[config.mk]
export PLATFORM = sky130hd
export DESIGN_NAME = pmem_byte_fetch
export DESIGN_NICKNAME = d
export VERILOG_FILES = /design/src/rtl/pmem_byte_fetch.sv
export SDC_FILE = /design/constraint.sdc
export NUM_CORES = 1
export LEC_CHECK = 0
export ABC_AREA = 1
export BUFFER_PORTS_ARGS = -buffer_cell sky130_fd_sc_hd__clkbuf_2
export CAP_MARGIN = 25
export CORE_ASPECT_RATIO = 0.8
export CORE_MARGIN = 2
export CORE_UTILIZATION = 35
export DETAILED_ROUTE_END_ITERATION = 10
export PLACE_DENSITY = 0.76
export REMOVE_ABC_BUFFERS = 1
export SLEW_MARGIN = 20
export SYNTH_ARGS = -nofsm -noshare
export SYNTH_HDL_FRONTEND = slang
export SYNTH_SLANG_ARGS = --single-unit
[constraint.sdc]
create_clock -name clk -period 0.8 [get_ports clk]
set_input_delay 0.04 -clock clk [delete_from_list [all_inputs] [get_ports clk]]
set_output_delay 0.04 -clock clk [all_outputs]
set_load 0.05 [all_outputs]
[src/rtl/pmem_byte_fetch.sv]
module pmem_byte_fetch #(
  parameter int ZW = 16,
  parameter int EW = 8
) (
  input  logic                clk,
  input  logic                rst_n,
  input  logic [1:0]          cmd,
  input  logic                ext_en,
  input  logic [ZW-1:0]       z_in,
  input  logic [EW-1:0]       ext_in,
  input  logic [15:0]         mem_rdata,
  output logic [ZW+EW-2:0]    mem_addr,
  output logic                mem_rd,
  output logic                mem_wr,
  output logic                done,
  output logic [7:0]          byte_out,
  output logic [ZW-1:0]       z_out,
  output logic [EW-1:0]       ext_out,
  output logic                wr_err
);
  localparam int PW = ZW + EW;
  localparam logic [1:0] C_RD  = 2'b01;
  localparam logic [1:0] C_RDI = 2'b10;
  localparam logic [1:0] C_WR  = 2'b11;

  logic          is_rd, is_wr;
  logic [1:0]    step;
  logic [PW-1:0] wide_sum;
  logic [ZW-1:0] narrow_sum;
  logic          rd_q, hi_q;

  assign is_rd    = (cmd == C_RD) || (cmd == C_RDI);
  assign is_wr    = (cmd == C_WR);
  assign mem_rd   = is_rd;
  assign mem_wr   = is_wr;
  assign mem_addr = {(ext_en ? ext_in : {EW{1'b0}}), z_in[ZW-1:1]};

  assign step       = (cmd == C_RDI) ? 2'd1 : (is_wr ? 2'd2 : 2'd0);
  assign wide_sum   = {ext_in, z_in} + PW'(step);
  assign narrow_sum = z_in + ZW'(step);

  always_ff @(posedge clk or negedge rst_n) begin
    if (!rst_n) begin
      done    <= 1'b0;
      rd_q    <= 1'b0;
      hi_q    <= 1'b0;
      wr_err  <= 1'b0;
      z_out   <= '0;
      ext_out <= '0;
    end else begin
      done   <= is_rd || is_wr;
      rd_q   <= is_rd;
      hi_q   <= z_in[0];
      wr_err <= is_wr && z_in[0];
      if (is_rd || is_wr) begin
        z_out   <= ext_en ? wide_sum[ZW-1:0] : narrow_sum;
        ext_out <= ext_en ? wide_sum[PW-1:ZW] : ext_in;
      end
    end
  end

  assign byte_out = !rd_q ? 8'h00 : (hi_q ? mem_rdata[15:8] : mem_rdata[7:0]);
endmodule

-- Yosys cells after proc, flatten, opt, wreduce, memory -nomap -nowiden
Index checks and enable logic that the tools add are counted.
W data, S select, Z words.
- muxes and demuxes: 7
- multipliers: 0
- add/sub/neg operators: 2
- $lt $le $gt $ge: 0
- div/mod/pow operators: 0
- reductions and logical operators: 3
- bitwise logic cells: 0
- eq/ne operators: 3
- shift-type cells: 0
- operators with widths (cell ; number):
    $mux W8 ; 4
    $add A24 B2 Y24 ; 1
    $add A16 B2 Y16 ; 1
    $mux W16 ; 1
    $eq A2 B2 Y1 const B ; 2
    $mux W2 ; 2
    $eq A2 B1 Y1 const B ; 1
    $logic_or A1 B1 Y1 ; 2
    $logic_and A1 B1 Y1 ; 1
- ROM bits: 0
- register bits: 28
- output and inout port bits: 59
- memories: 0
- RAM bits: 0
- bits in latches: 0

-- Logic depth before layout (Yosys ltp)
- depth in word-level cells: 5
- gate-level depth with buffers: 12
- gate-level depth less buffers: 12

-- Worst setup path after synthesis
OpenSTA, ideal clock, no wires.
- path type: input to register
- start point: input cmd[0]
- end point: register z_out[15]
- required time: 0.682 ns
- setup slack: -0.884 ns
- data arrival time: 1.566 ns
- path buffers: 0
- library setup time: 0.118 ns
- cell stages on the path: 9
- cells stage by stage: ha_1 ha_1 nand3_1 nand2_1 nand2_2 nor2_4 or2_1 nand3_1 nand2_1
- longest elaborated chain between the ends: 5
- ends and longest elaborated chain (item ; RTL line ; RTL):
    from (decl) ; 7 ; input logic [1:0] cmd,
    $eq A2 B2 Y1 ; 33 ; assign is_wr = (cmd == C_WR);
    $mux W2 (2 in series) ; 38 ; assign step = (cmd == C_RDI) ? 2'd1 : (is_wr ? 2'd2 : 2'd0);
    $add A24 B2 Y24 / $add A16 B2 Y16 (equally long branches) ; 39, 40 ;
    $mux W16 ; 56 ; z_out <= ext_en ? wide_sum[ZW-1:0] : narrow_sum;
    to (signal assigned) ; 56 ;
    to (decl) ; 17 ; output logic [ZW-1:0] z_out,
Several ways; a longest one is shown, not always the timed one.
A chain may end at the register's enable or synchronous reset.

-- Worst setup path after layout
- start point: input cmd[0]
- end point: register z_out[6]
The elaborated chain is that of the path after synthesis.

==> reports/qor.csv <==
stage,metric,value,unit
status,status,finished with violations,
status,failing checks,setup timing,
routing,vias per cell,4.65,
timing,Worst-Margin Slew,0.271,ns
finish,P&R area growth vs syn,85.9,%
setup_path,CP required,0.98,ns
floorplan,Starting Density,0.362,
power_and_ir_drop,Pwr Total,5.21,mW
synthesis,Post-synth EDFFs,0,
clock_tree,number of buffers inserted during clock tree synthesis,3,
setup_path,Crit Path Max Fanout,2,
timing,Final Hold Viols,0,
floorplan,Die Height,71.1,µm
timing,Slew Limit Fails,0,
synthesis,Synth Area in Simple Gates,0.384,
finish,Antenna Cells,0,
setup_path,WP data arrival,1.44,ns
timing,final setup margin,-0.465,ns
synthesis,mux cell area share after synthesis,0,
clock_tree,# clock sinks,28,
timing,Max Clock Freq,790,MHz
floorplan,number of cell rows,24,
timing,Final setup viols,58,
place,IO buf count,103,
finish,share of cells above drive strength 1,0.509,
place,Area after DPL,2800,µm²
setup_path,CP Cell Sequence,buf_8 > inv_6 > ha_4 > ha_4 > fa_2 > nand2_2 > nor2_4 > buf_4 > buf_6 > a21oi_2 > o21ai_1,
power_and_ir_drop,Psw,2.02,mW
global_route,total track usage,0.202,
synthesis,"top cells by area, synth","dfrtp_1 (36%), nand2_1 (19%), nor2_1 (6.5%)",
timing,Rel. slew slack,0.818,
synthesis,Avg Inst Size Synth,6.83,µm²
timing,clk_skew,0,ns
power_and_ir_drop,Int Power,3.19,mW
power_and_ir_drop,Static Leak,1.89,nW
routing,Wirelength per Cell,12.9,µm
synthesis,sequential-to-total area share from yosys stat,0.356,
timing,Final min period,1.27,ns
floorplan,Ports,104,
synthesis,cell count after synthesis,288,
floorplan,Die ar.,6240,µm²
synthesis,main combinational cell family by area after synthesis,simple AND/OR/NAND/NOR gates,
synthesis,Mapped Area,1970,µm²
place,DP Worst Slack,-0.857,ns
power_and_ir_drop,Clock power frac,0.217,
global_route,first-pass GRT wire length,10.1,mm
finish,# nets final,488,
routing,WL final,6.63,mm
power_and_ir_drop,Logic pwr share,0.463,
power_and_ir_drop,switching share of power,0.387,
place,GPL Wtd Cong,0.849,
job,maxcap violations,0,
routing,Initial DRT Pass Iterations,4,
synthesis,compound-gate portion of the synthesized area,0.0674,
clock_tree,CTS tree,yes,
setup_path,CP dominant cell by count,ha_4,
power_and_ir_drop,PwrDens,1420,nW/µm²
timing,RSZ-0062 raised after global routing,true,
routing,post-detailed-route count of antenna-violating nets,0,
synthesis,most common cell in the netlist,nand2_1,
synthesis,post-synthesis adder-cell area fraction,0.0420,
synthesis,Post-synth top cells,"nand2_1 (100), nor2_1 (34), inv_1 (30), dfrtp_1 (28), nand3_1 (24)",
setup_path,crit path kind,input port to flip-flop,
synthesis,ys async rst share,1.00,
clock_tree,clk_lat worst skew,0.28,ns
global_route,largest net degree at the start of global routing,31,
routing,Initial DRC Count,70,
synthesis,area share of the leading cell type in the synthesized netlist,0.356,
timing,fin crit share,1.58,
finish,Final Util,0.673,
synthesis,Syn. warnings,0,
routing,via count,2388,
synthesis,largest area contributor in the netlist,dfrtp_1,
timing,Fin Setup TNS,-14.34,ns
clock_tree,H-tree levels,1,
clock_tree,clk buf depth,2,
setup_path,"Max stage delay cell, worst path",fa_2,
floorplan,core area,5440,µm²
finish,filler instances,417,
synthesis,post-synth cell types,23,
power_and_ir_drop,peak supply drop,1500,µV
floorplan,Die Width,87.8,µm
setup_path,Setup crit end kind,flip-flop,
synthesis,"Top FF cell, synth",dfrtp_1,
global_route,antenna violations before repair,0,
routing,DRC viols,0,
place,dpl hpwl,4.49,mm
finish,fin area,3660,µm²
global_route,total global routing overflow,0,
synthesis,xor/xnor cell area share of the yosys netlist,0.0178,
clock_tree,CTS root buf,clkbuf_8,
worst_hold_path,Hold/Removal Path Class,input port to flip-flop,
synthesis,#FFs+latches synth,28,
setup_path,crit path launch type,input port,
global_route,vias in the first global route,2312,
setup_path,Crit path largest cell delay,0.37,ns
power_and_ir_drop,Reg power frac,0.320,
clock_tree,clk slew on worst S/H paths,0.10,ns
registers in the layout, summed over array words and instances, names as in the netlist:
register,cells
done,1
ext_out,8
hi_q,1
rd_q,1
wr_err,1
z_out,16
critical path: cells and delay by family:
family,cells,cell delay [ns]
and+or+nand+nor,2,0.16
buffers and inverters,4,0.38
AOI/OAI and AO/OA,2,0.19
adders and majority gates,3,0.68
layout by cell type, fill, tap and decap left out, types with 2 or more instances in the layout:
cell type / Yosys / routed
buf_12: 0 / 3
buf_4: 16 / 49
buf_6: 0 / 9
buf_8: 0 / 29
clkbuf_2: 0 / 64
clkbuf_8: 1 / 10
dfrtp_1: 28 / 27
ha_4: 0 / 5
inv_1: 30 / 28
nand2_1: 100 / 92
nand2_2: 3 / 8
nand2_8: 0 / 2
nand3_1: 24 / 15
nand3_2: 0 / 8
nand3_4: 1 / 2
nand4_1: 2 / 2
nor2_1: 34 / 29
nor2_2: 6 / 8
nor2_4: 3 / 6
o21ai_1: 1 / 8
o21ai_2: 0 / 10
o21bai_1: 5 / 5
xor2_1: 4 / 4
path summary, 6_finish.rpt:
kind                                 start         end  slack, ns  depth (start not counted)
min in group asynchronous            rst_n  ext_out[4]       0.23                          3
worst min register to register  ext_out[3]  ext_out[3]       0.54                          2
max in group asynchronous            rst_n        rd_q       0.40                          3
worst max-delay path                cmd[0]    z_out[6]      -0.47                         11
worst max register to register    z_out[0]    z_out[0]      -0.07                          4
worst min-delay path               z_in[0]        hi_q       0.01                          2
routing by layer:
layer	vias to the layer above	global-route usage	share of wire
li1	1173	-	-
met1	1120	0.242	0.40
met2	89	0.369	0.54
met3	6	0.0443	0.059
met4	0	0.0393	0.0053
met5	-	0	0
per-stage QoR:
| stage | hold WS (ns) | std cells |
|---|---|---|
| 2_1_floorplan | -0.256 | 268 |
| 3_3_place_gp | 0.00756 | 493 |
| 3_5_place_dp | 0.00831 | 493 |
| 4_1_cts | 0.00813 | 506 |
| 5_1_grt | 0.0236 | 514 |
| 6_report | 0.0129 | 514 |
layout make-up:
type | instances | area [µm²] | share of cell area
inverter | 31 | 121 | 0.0332
clock buffer | 3 | 41.3 | 0.0113
multi-input combinational | 209 | 1240 | 0.340
clock inverter | 1 | 30.0 | 0.00821
tap | 78 | 97.6 | 0.0267
sequential | 28 | 702 | 0.192
timing repair buffer | 164 | 1420 | 0.389
what timing repair did:
action,CTS,global route
hold buffers,1,0
endpoints found under the hold margin,28,0
setup endpoints to repair,59,60
pin swaps,27,34
resized for setup,129,59
setup buffers,10,9
power by group through the flow:
stage	Clock (mW)	Sequential, mW	Combinational [mW]
2_1_floorplan	0	2.05	0.567
3_3_place_gp	0	1.63	1.78
3_5_place_dp	0	1.64	1.81
4_1_cts	1.14	1.63	2.23
5_1_grt	1.20	1.68	2.54
6_report	1.13	1.67	2.41
cells by family (layout without fill, tap and decap cells):
kind of cell / count (synthesis) / in the layout
and+or+nand+nor: 175 / 175
buffers and inverters: 51 / 199
DFF: 28 / 28
AOI/OAI and AO/OA: 24 / 24
adders and majority gates: 6 / 6
xor gates and xnor gates: 4 / 4
Power figures use the tool's default switching activity.
